## src/rtl/pwd_pkg.sv

```systemverilog
package pwd_pkg;
  typedef enum logic [1:0] {
    RES_NONE = 2'd0,
    RES_ZERO = 2'd1,
    RES_ONE  = 2'd2,
    RES_ERR  = 2'd3
  } res_e;
endpackage

```

## src/rtl/pwd_sync_filter.sv

```systemverilog
module pwd_sync_filter #(
  parameter int SYNC_STAGES = 2,
  parameter int FILT_LEN    = 2
) (
  input  logic clk_i,
  input  logic rst_ni,
  input  logic line_i,
  output logic rise_o,
  output logic fall_o
);
  logic [SYNC_STAGES-1:0] sync_q;
  logic [FILT_LEN-1:0]    hist_q;
  logic                   filt_q;
  logic                   filt_d_q;
  logic                   sync_out;

  generate
    if (SYNC_STAGES == 1) begin : g_sync1
      always_ff @(posedge clk_i or negedge rst_ni)
        if (!rst_ni) sync_q <= '0;
        else         sync_q <= line_i;
    end else begin : g_syncn
      always_ff @(posedge clk_i or negedge rst_ni)
        if (!rst_ni) sync_q <= '0;
        else         sync_q <= {sync_q[SYNC_STAGES-2:0], line_i};
    end
  endgenerate

  assign sync_out = sync_q[SYNC_STAGES-1];

  generate
    if (FILT_LEN == 1) begin : g_hist1
      always_ff @(posedge clk_i or negedge rst_ni)
        if (!rst_ni) hist_q <= '0;
        else         hist_q <= sync_out;
    end else begin : g_histn
      always_ff @(posedge clk_i or negedge rst_ni)
        if (!rst_ni) hist_q <= '0;
        else         hist_q <= {hist_q[FILT_LEN-2:0], sync_out};
    end
  endgenerate

  // level moves only after FILT_LEN agreeing samples
  always_ff @(posedge clk_i or negedge rst_ni) begin
    if (!rst_ni) begin
      filt_q   <= 1'b0;
      filt_d_q <= 1'b0;
    end else begin
      if (&hist_q)       filt_q <= 1'b1;
      else if (~|hist_q) filt_q <= 1'b0;
      filt_d_q <= filt_q;
    end
  end

  assign rise_o = filt_q & ~filt_d_q;
  assign fall_o = ~filt_q & filt_d_q;

  assert_glitch_R8: assert property (@(posedge clk_i) disable iff (!rst_ni)
    (filt_q != $past(filt_q)) |-> ($past(sync_out) == filt_q));
endmodule

```

## src/rtl/pwd_edge_timer.sv

```systemverilog
module pwd_edge_timer #(
  parameter int CNT_W = 10
) (
  input  logic             clk_i,
  input  logic             rst_ni,
  input  logic             rise_i,
  input  logic             fall_i,
  output logic             done_o,
  output logic [CNT_W-1:0] period_o,
  output logic [CNT_W-1:0] high_o,
  output logic             long_o
);
  localparam logic [CNT_W-1:0] CNT_MAX = '1;

  logic             armed_q;
  logic             ovf_q;
  logic [CNT_W-1:0] cnt_q;
  logic [CNT_W-1:0] high_q;

  always_ff @(posedge clk_i or negedge rst_ni) begin
    if (!rst_ni) begin
      armed_q <= 1'b0;
      ovf_q   <= 1'b0;
      cnt_q   <= '0;
      high_q  <= '0;
    end else begin
      if (rise_i) begin
        armed_q <= 1'b1;
        ovf_q   <= 1'b0;
        cnt_q   <= CNT_W'(1);
      end else if (armed_q) begin
        if (cnt_q == CNT_MAX) ovf_q <= 1'b1;
        else                  cnt_q <= cnt_q + CNT_W'(1);
      end
      if (fall_i && armed_q) high_q <= cnt_q;
    end
  end

  assign done_o   = rise_i & armed_q;
  assign period_o = cnt_q;
  assign high_o   = high_q;
  assign long_o   = ovf_q;

  assert_ovf_sticky_R7: assert property (@(posedge clk_i) disable iff (!rst_ni)
    (ovf_q && !rise_i) |=> ovf_q);
endmodule

```

## src/rtl/pwd_classifier.sv

```systemverilog
module pwd_classifier
  import pwd_pkg::*;
#(
  parameter int CNT_W      = 10,
  parameter int MIN_PERIOD = 16
) (
  input  logic             clk_i,
  input  logic             rst_ni,
  input  logic             done_i,
  input  logic [CNT_W-1:0] period_i,
  input  logic [CNT_W-1:0] high_i,
  input  logic             long_i,
  output logic             bit_o,
  output logic             valid_o,
  output logic             err_o
);
  localparam int PW = CNT_W + 3;

  logic [PW-1:0] high_x5;
  logic [PW-1:0] per_x2;
  logic          short_p;
  res_e          res_d;
  res_e          res_q;
  logic          bit_q;

  // 40 % threshold without a divider
  assign high_x5 = {3'b000, high_i} + {1'b0, high_i, 2'b00};
  assign per_x2  = {2'b00, period_i, 1'b0};
  assign short_p = period_i < CNT_W'(MIN_PERIOD);

  always_comb begin
    res_d = RES_NONE;
    if (done_i) begin
      if (long_i || short_p)     res_d = RES_ERR;
      else if (high_x5 < per_x2) res_d = RES_ONE;
      else                       res_d = RES_ZERO;
    end
  end

  always_ff @(posedge clk_i or negedge rst_ni) begin
    if (!rst_ni) begin
      res_q <= RES_NONE;
      bit_q <= 1'b0;
    end else begin
      res_q <= res_d;
      if (res_d == RES_ONE)       bit_q <= 1'b1;
      else if (res_d == RES_ZERO) bit_q <= 1'b0;
    end
  end

  assign bit_o   = bit_q;
  assign valid_o = (res_q == RES_ONE) || (res_q == RES_ZERO);
  assign err_o   = (res_q == RES_ERR);

  assert_excl_R5: assert property (@(posedge clk_i) disable iff (!rst_ni)
    !(valid_o && err_o));
endmodule

```

## src/rtl/pwd_bit_decoder.sv

```systemverilog
module pwd_bit_decoder #(
  parameter int CNT_W       = 10,
  parameter int MIN_PERIOD  = 16,
  parameter int SYNC_STAGES = 2,
  parameter int FILT_LEN    = 2
) (
  input  logic clk_i,
  input  logic rst_ni,
  input  logic line_i,
  output logic bit_o,
  output logic bit_valid_o,
  output logic err_o
);
  logic             rise;
  logic             fall;
  logic             done;
  logic             too_long;
  logic [CNT_W-1:0] period;
  logic [CNT_W-1:0] high;

  pwd_sync_filter #(
    .SYNC_STAGES(SYNC_STAGES),
    .FILT_LEN   (FILT_LEN)
  ) u_filt (
    .clk_i (clk_i),
    .rst_ni(rst_ni),
    .line_i(line_i),
    .rise_o(rise),
    .fall_o(fall)
  );

  pwd_edge_timer #(.CNT_W(CNT_W)) u_timer (
    .clk_i   (clk_i),
    .rst_ni  (rst_ni),
    .rise_i  (rise),
    .fall_i  (fall),
    .done_o  (done),
    .period_o(period),
    .high_o  (high),
    .long_o  (too_long)
  );

  pwd_classifier #(
    .CNT_W     (CNT_W),
    .MIN_PERIOD(MIN_PERIOD)
  ) u_cls (
    .clk_i   (clk_i),
    .rst_ni  (rst_ni),
    .done_i  (done),
    .period_i(period),
    .high_i  (high),
    .long_i  (too_long),
    .bit_o   (bit_o),
    .valid_o (bit_valid_o),
    .err_o   (err_o)
  );

  assert_valid_pulse_R5: assert property (@(posedge clk_i) disable iff (!rst_ni)
    bit_valid_o |=> !bit_valid_o);

  assert_err_pulse_R6: assert property (@(posedge clk_i) disable iff (!rst_ni)
    err_o |=> !err_o);
endmodule

```

## config.mk

```make
export PLATFORM = sky130hd
export DESIGN_NAME = pwd_bit_decoder
export DESIGN_NICKNAME = d
export VERILOG_FILES = /design/src/rtl/pwd_pkg.sv /design/src/rtl/pwd_sync_filter.sv /design/src/rtl/pwd_edge_timer.sv /design/src/rtl/pwd_classifier.sv /design/src/rtl/pwd_bit_decoder.sv
export SDC_FILE = /design/constraint.sdc
export NUM_CORES = 1
export LEC_CHECK = 0
export CAP_MARGIN = 30
export CORE_MARGIN = 4
export CORE_UTILIZATION = 45
export DETAILED_ROUTE_END_ITERATION = 10
export PLACE_DENSITY = 0.63
export SETUP_SLACK_MARGIN = 0.02
export SLEW_MARGIN = 20
export SYNTH_ARGS = -nofsm -noshare
export SYNTH_HDL_FRONTEND = slang
export SYNTH_SLANG_ARGS = --single-unit
```

## constraint.sdc

```tcl
create_clock -name clk_i -period 4.8 [get_ports clk_i]
set_input_delay 0.96 -clock clk_i [delete_from_list [all_inputs] [get_ports clk_i]]
set_output_delay 0.96 -clock clk_i [all_outputs]
set_load 0.02 [all_outputs]
```

==> key figures <==
Run status
  – Outcome: completed

Floorplanning
  – Standard cell core area: 4060 um^2
  – Top-level I/O count: 6
  – Number of placement rows: 23
  – Chip width: approximately 73 um
  – Die Y: roughly 73 um
  – DIE AREA: 5390 um^2
  – Initial Util: between 40% and 50%

Drt
  – Routed WL per cell: roughly 15 um
  – Number of design rule violations left after detail routing: 0
  – Total number of vias: roughly 1400
  – Total detailed-routing wirelength: 3.86 mm
  – Starting DRT DRC Count: between 80 and 90
  – Remaining number of nets flagged by the antenna check after routing: 0
  – Pre-Repair DR Iteration Count: 7
  – Via-to-Cell Ratio: about 5.6

Setup path
  – Data arrival time of the worst path: between 3 and 4 ns
  – Critical Path Sink Type: register
  – Crit path required time: roughly 5.0 ns
  – Critical path type: register to register
  – Kind of start point of the critical path: register
  – Critical path peak fanout: 4

CTS
  – Clk_lat worst skew: 0.29 ns
  – Number of buffers created by CTS: 5
  – Clock-pin slew on the worst setup and hold paths: ~0.070 ns
  – Clk sink count: 31
  – Bufs on Longest Clock Path: 2
  – Post-CTS Hold Buffers: 0
  – Post-CTS sizing: 0
  – CTS Root Cell: sky130_fd_sc_hd__clkbuf_8
  – Buffers inserted during post-CTS setup optimization: 0
  – Clock tree from TritonCTS: built
  – Total number of H-tree levels: 2

Yosys
  – Xor/xnor cell area share of the yosys netlist: 6.37%
  – Compound-gate portion of the synthesized area: roughly 17%
  – Syn nets: 217
  – Fraction of synthesized area in multiplexers: approximately 2.3%
  – Post-Synthesis Cell Area: just under 2000 um^2
  – Basic-gate share of the synthesized area counting and, or, nand and nor cells: between 10% and 20%
  – Yosys synthesis warning count: 0
  – Average size of a mapped cell: 10.0 um^2
  – Number of instances in the synthesized netlist: 192
  – Adder-cell share of the synthesized area: between 10% and 20%
  – Number of distinct library cells after synthesis: between 40 and 50
  – Sequential-to-total area share from yosys stat: between 40% and 50%
  – Post-synthesis register bit count: 31
  – Main combinational cell family by area after synthesis: compound AO/OA/AOI/OAI gates

Finish
  – Count of inserted antenna diode cells: 0
  – Sequential standard cell area: slightly below 800 um^2
  – Area occupied by multi-input gates: 1090 um^2
  – Filler instances: 361
  – Fraction of layout instances using a drive strength above 1: ~11%
  – Area Growth Syn to Fin: 10.5%
  – Number of nets in the layout: between 200 and 250
  – Post-route non-filler standard cell count: about 250
  – Post-Route Utilization: 52.4%

GRT
  – Maximum number of pins on one net before global-route repair: 32
  – Global routing usage summed across all routing layers: between 10% and 20%
  – Grt total ovfl: 0
  – Wire length of the first global-routing pass: 6.73 mm
  – Via count of the first global-routing pass: ~1500
  – Number of antenna violations at the first check in global routing: 0

Timing
  – Total count of hold-check failures in the final report: 0
  – Max Clock Freq: 296 MHz
  – Slew HR: a little over two fifths
  – Setup Total Neg Slack: 0 ns
  – Total of endpoints with negative setup slack in the final report: 0
  – Clock period minus final worst setup slack: 3.38 ns
  – Post-route clock skew: between 0.005 and 0.006 ns
  – Transition time at the pin with the least slew margin: 0.852 ns
  – RSZ-0062 raised after global routing: no
  – Final Max Slew Viols: 0
  – Final critical-path setup slack: 1.42 ns
  – Period utilisation layout: between 70% and 80%

Power
  – Reported leakage power: between 0.9 and 1 nW
  – Power per Cell Area: 462 nW/um^2
  – Peak supply drop: approximately 0.26 mV
  – Design Power: 0.000982 W

Placed design
  – Total instance count after detailed placement: roughly 250
  – Weighted congestion reported at the end of routability-driven placement: between 0.8 and 0.9
  – Port bufs: 5
  – Pre-CTS setup slack: around 1.5 ns
  – HPWL Detailed: about 2.8 mm

Flow run
  – Max-cap violations: 0

Hold path
  – Min-delay worst type: register to register
[cell type report]
| type | count | share of cell area [%] |
|---|---|---|
| Clock inverter | 3 | 0.941 |
| Tap cell | 50 | 2.94 |
| Inverter | 14 | 2.47 |
| Sequential cell | 31 | 36.5 |
| Multi-Input combinational cell | 145 | 51.2 |
| Clock buffer | 5 | 3.24 |
| Timing Repair Buffer | 6 | 2.71 |
[cells by family after synthesis]
| group | after synthesis |
|---|---|
| adders and majority gates | 22 |
| AOI/OAI and AO/OA | 42 |
| DFF | 31 |
| and+or+nand+nor | 63 |
| buffers and inverters | 16 |
| muxes | 4 |
| xor gates and xnor gates | 14 |
[worst max-delay path: stages (launching register included)]
cell and delay [ns]:
sky130_fd_sc_hd__dfrtp_1 0.44, sky130_fd_sc_hd__ha_1 0.33, sky130_fd_sc_hd__a21o_1 0.18, sky130_fd_sc_hd__a21oi_1 0.24, sky130_fd_sc_hd__o21bai_1 0.11, sky130_fd_sc_hd__a211oi_1 0.26, sky130_fd_sc_hd__nor2_1 0.07, sky130_fd_sc_hd__ha_1 0.29
sky130_fd_sc_hd__a21oi_1 0.16, sky130_fd_sc_hd__o221ai_1 0.12, sky130_fd_sc_hd__a21oi_1 0.20, sky130_fd_sc_hd__a21oi_1 0.09, sky130_fd_sc_hd__nor3_1 0.22, sky130_fd_sc_hd__ha_1 0.28, sky130_fd_sc_hd__mux2_2 0.26
[synth_stat cells]
master / instances / area [um^2]
sky130_fd_sc_hd__a21oi_2: 1 / 8.76
sky130_fd_sc_hd__nand2b_1: 2 / 12.5
sky130_fd_sc_hd__mux2_2: 3 / 33.8
sky130_fd_sc_hd__fa_1: 1 / 20.0
sky130_fd_sc_hd__o221a_1: 1 / 11.3
sky130_fd_sc_hd__a21oi_1: 11 / 55.1
sky130_fd_sc_hd__xnor2_1: 10 / 87.6
sky130_fd_sc_hd__or2_2: 1 / 6.26
sky130_fd_sc_hd__o21a_1: 1 / 7.51
sky130_fd_sc_hd__and2_1: 1 / 6.26
sky130_fd_sc_hd__or2_1: 1 / 6.26
sky130_fd_sc_hd__o31ai_4: 1 / 21.3
sky130_fd_sc_hd__nor3b_1: 1 / 7.51
sky130_fd_sc_hd__nor2b_1: 1 / 6.26
sky130_fd_sc_hd__o221ai_2: 1 / 15.0
sky130_fd_sc_hd__a221oi_2: 1 / 15.0
sky130_fd_sc_hd__o22ai_2: 1 / 12.5
sky130_fd_sc_hd__nand2_1: 17 / 63.8
sky130_fd_sc_hd__nor3_1: 7 / 35.0
sky130_fd_sc_hd__or3_2: 1 / 7.51
sky130_fd_sc_hd__clkbuf_1: 2 / 7.51
sky130_fd_sc_hd__dfrtp_1: 31 / 776
sky130_fd_sc_hd__a211oi_1: 1 / 7.51
sky130_fd_sc_hd__inv_1: 14 / 52.6
sky130_fd_sc_hd__mux2i_1: 1 / 10.0
sky130_fd_sc_hd__xor2_1: 4 / 35.0
sky130_fd_sc_hd__a21o_1: 2 / 15.0
sky130_fd_sc_hd__nand4_4: 1 / 21.3
sky130_fd_sc_hd__ha_1: 21 / 263
sky130_fd_sc_hd__nand3_1: 7 / 35.0
sky130_fd_sc_hd__o21bai_1: 1 / 7.51
sky130_fd_sc_hd__and3_1: 2 / 12.5
sky130_fd_sc_hd__a31oi_1: 1 / 6.26
sky130_fd_sc_hd__nor2_1: 17 / 63.8
sky130_fd_sc_hd__nor4_1: 2 / 12.5
sky130_fd_sc_hd__o21ai_0: 13 / 65.1
sky130_fd_sc_hd__nand4_2: 1 / 12.5
sky130_fd_sc_hd__o311ai_4: 1 / 26.3
sky130_fd_sc_hd__o221ai_1: 1 / 8.76
sky130_fd_sc_hd__a311oi_1: 2 / 17.5
sky130_fd_sc_hd__o31ai_1: 1 / 7.51
sky130_fd_sc_hd__a21oi_4: 1 / 16.3
sky130_fd_sc_hd__nand3b_1: 1 / 7.51
[routing by layer]
| layer | part of all wire, % | track usage (%) | vias to the layer above |
|---|---|---|---|
| li1 | - | - | 702 |
| met1 | 47 | 21.2 | 677 |
| met2 | 46 | 25.6 | 25 |
| met3 | 4.1 | 4.65 | 14 |
| met4 | 2.5 | 6.44 | 0 |
| met5 | 0 | 0 | - |
[placed cells by master, fill, tap and decap left out, types with 2 or more instances in the layout]
cell type / count
sky130_fd_sc_hd__and3_1: 2
sky130_fd_sc_hd__a21o_1: 2
sky130_fd_sc_hd__xnor2_1: 10
sky130_fd_sc_hd__xor2_1: 4
sky130_fd_sc_hd__ha_1: 21
sky130_fd_sc_hd__inv_1: 14
sky130_fd_sc_hd__clkbuf_8: 5
sky130_fd_sc_hd__a311oi_1: 2
sky130_fd_sc_hd__nand2_1: 17
sky130_fd_sc_hd__nand2b_1: 2
sky130_fd_sc_hd__nand3_1: 7
sky130_fd_sc_hd__mux2_2: 3
sky130_fd_sc_hd__o21ai_0: 13
sky130_fd_sc_hd__nor2_1: 17
sky130_fd_sc_hd__nor4_1: 2
sky130_fd_sc_hd__clkdlybuf4s50_1: 5
sky130_fd_sc_hd__clkinvlp_4: 2
sky130_fd_sc_hd__a21oi_1: 11
sky130_fd_sc_hd__nor3_1: 7
sky130_fd_sc_hd__dfrtp_1: 31
[state kept, by name, summed over array words and instances, names as in the netlist]
register	count
u_filt.filt_q	1
u_timer.period_o	10
u_cls.res_q	2
u_filt.hist_q	2
u_filt.filt_d_q	1
u_filt.sync_q	2
u_timer.armed_q	1
u_timer.high_o	10
u_cls.bit_o	1
u_timer.long_o	1
[final timing paths]
path	from	to	slack (ns)	cells after the start
worst max register to register	u_timer.high_o[1]$_DFFE_PN0P_	u_cls.bit_o$_DFFE_PN0P_	1.42	14
worst max-delay path	u_timer.high_o[1]$_DFFE_PN0P_	u_cls.bit_o$_DFFE_PN0P_	1.42	14
min in group asynchronous	rst_ni	u_timer.high_o[7]$_DFFE_PN0P_	1.06	2
max in group asynchronous	rst_ni	u_filt.filt_q$_DFFE_PN0P_	3.44	2
worst min register to register	u_filt.sync_q[1]$_DFF_PN0_	u_filt.hist_q[0]$_DFF_PN0_	0.36	0
worst min-delay path	u_filt.sync_q[1]$_DFF_PN0_	u_filt.hist_q[0]$_DFF_PN0_	0.36	0
[through the flow]
step                      area [um^2]  hold slack [ns]
final                            2130            0.360
after global routing             2130            0.378
after CTS                        2130            0.362
after detailed placement         2040            0.336
after global placement           2040            0.335
after floorplan                  1930            0.331
[power by group]
group	switching [W]	internal, W	total [W]
clock	0.000109	0.000101	0.000210
combinational	0.000229	0.000179	0.000408
sequential	0.0000527	0.000311	0.000364
(Power assumes the default switching activity.)
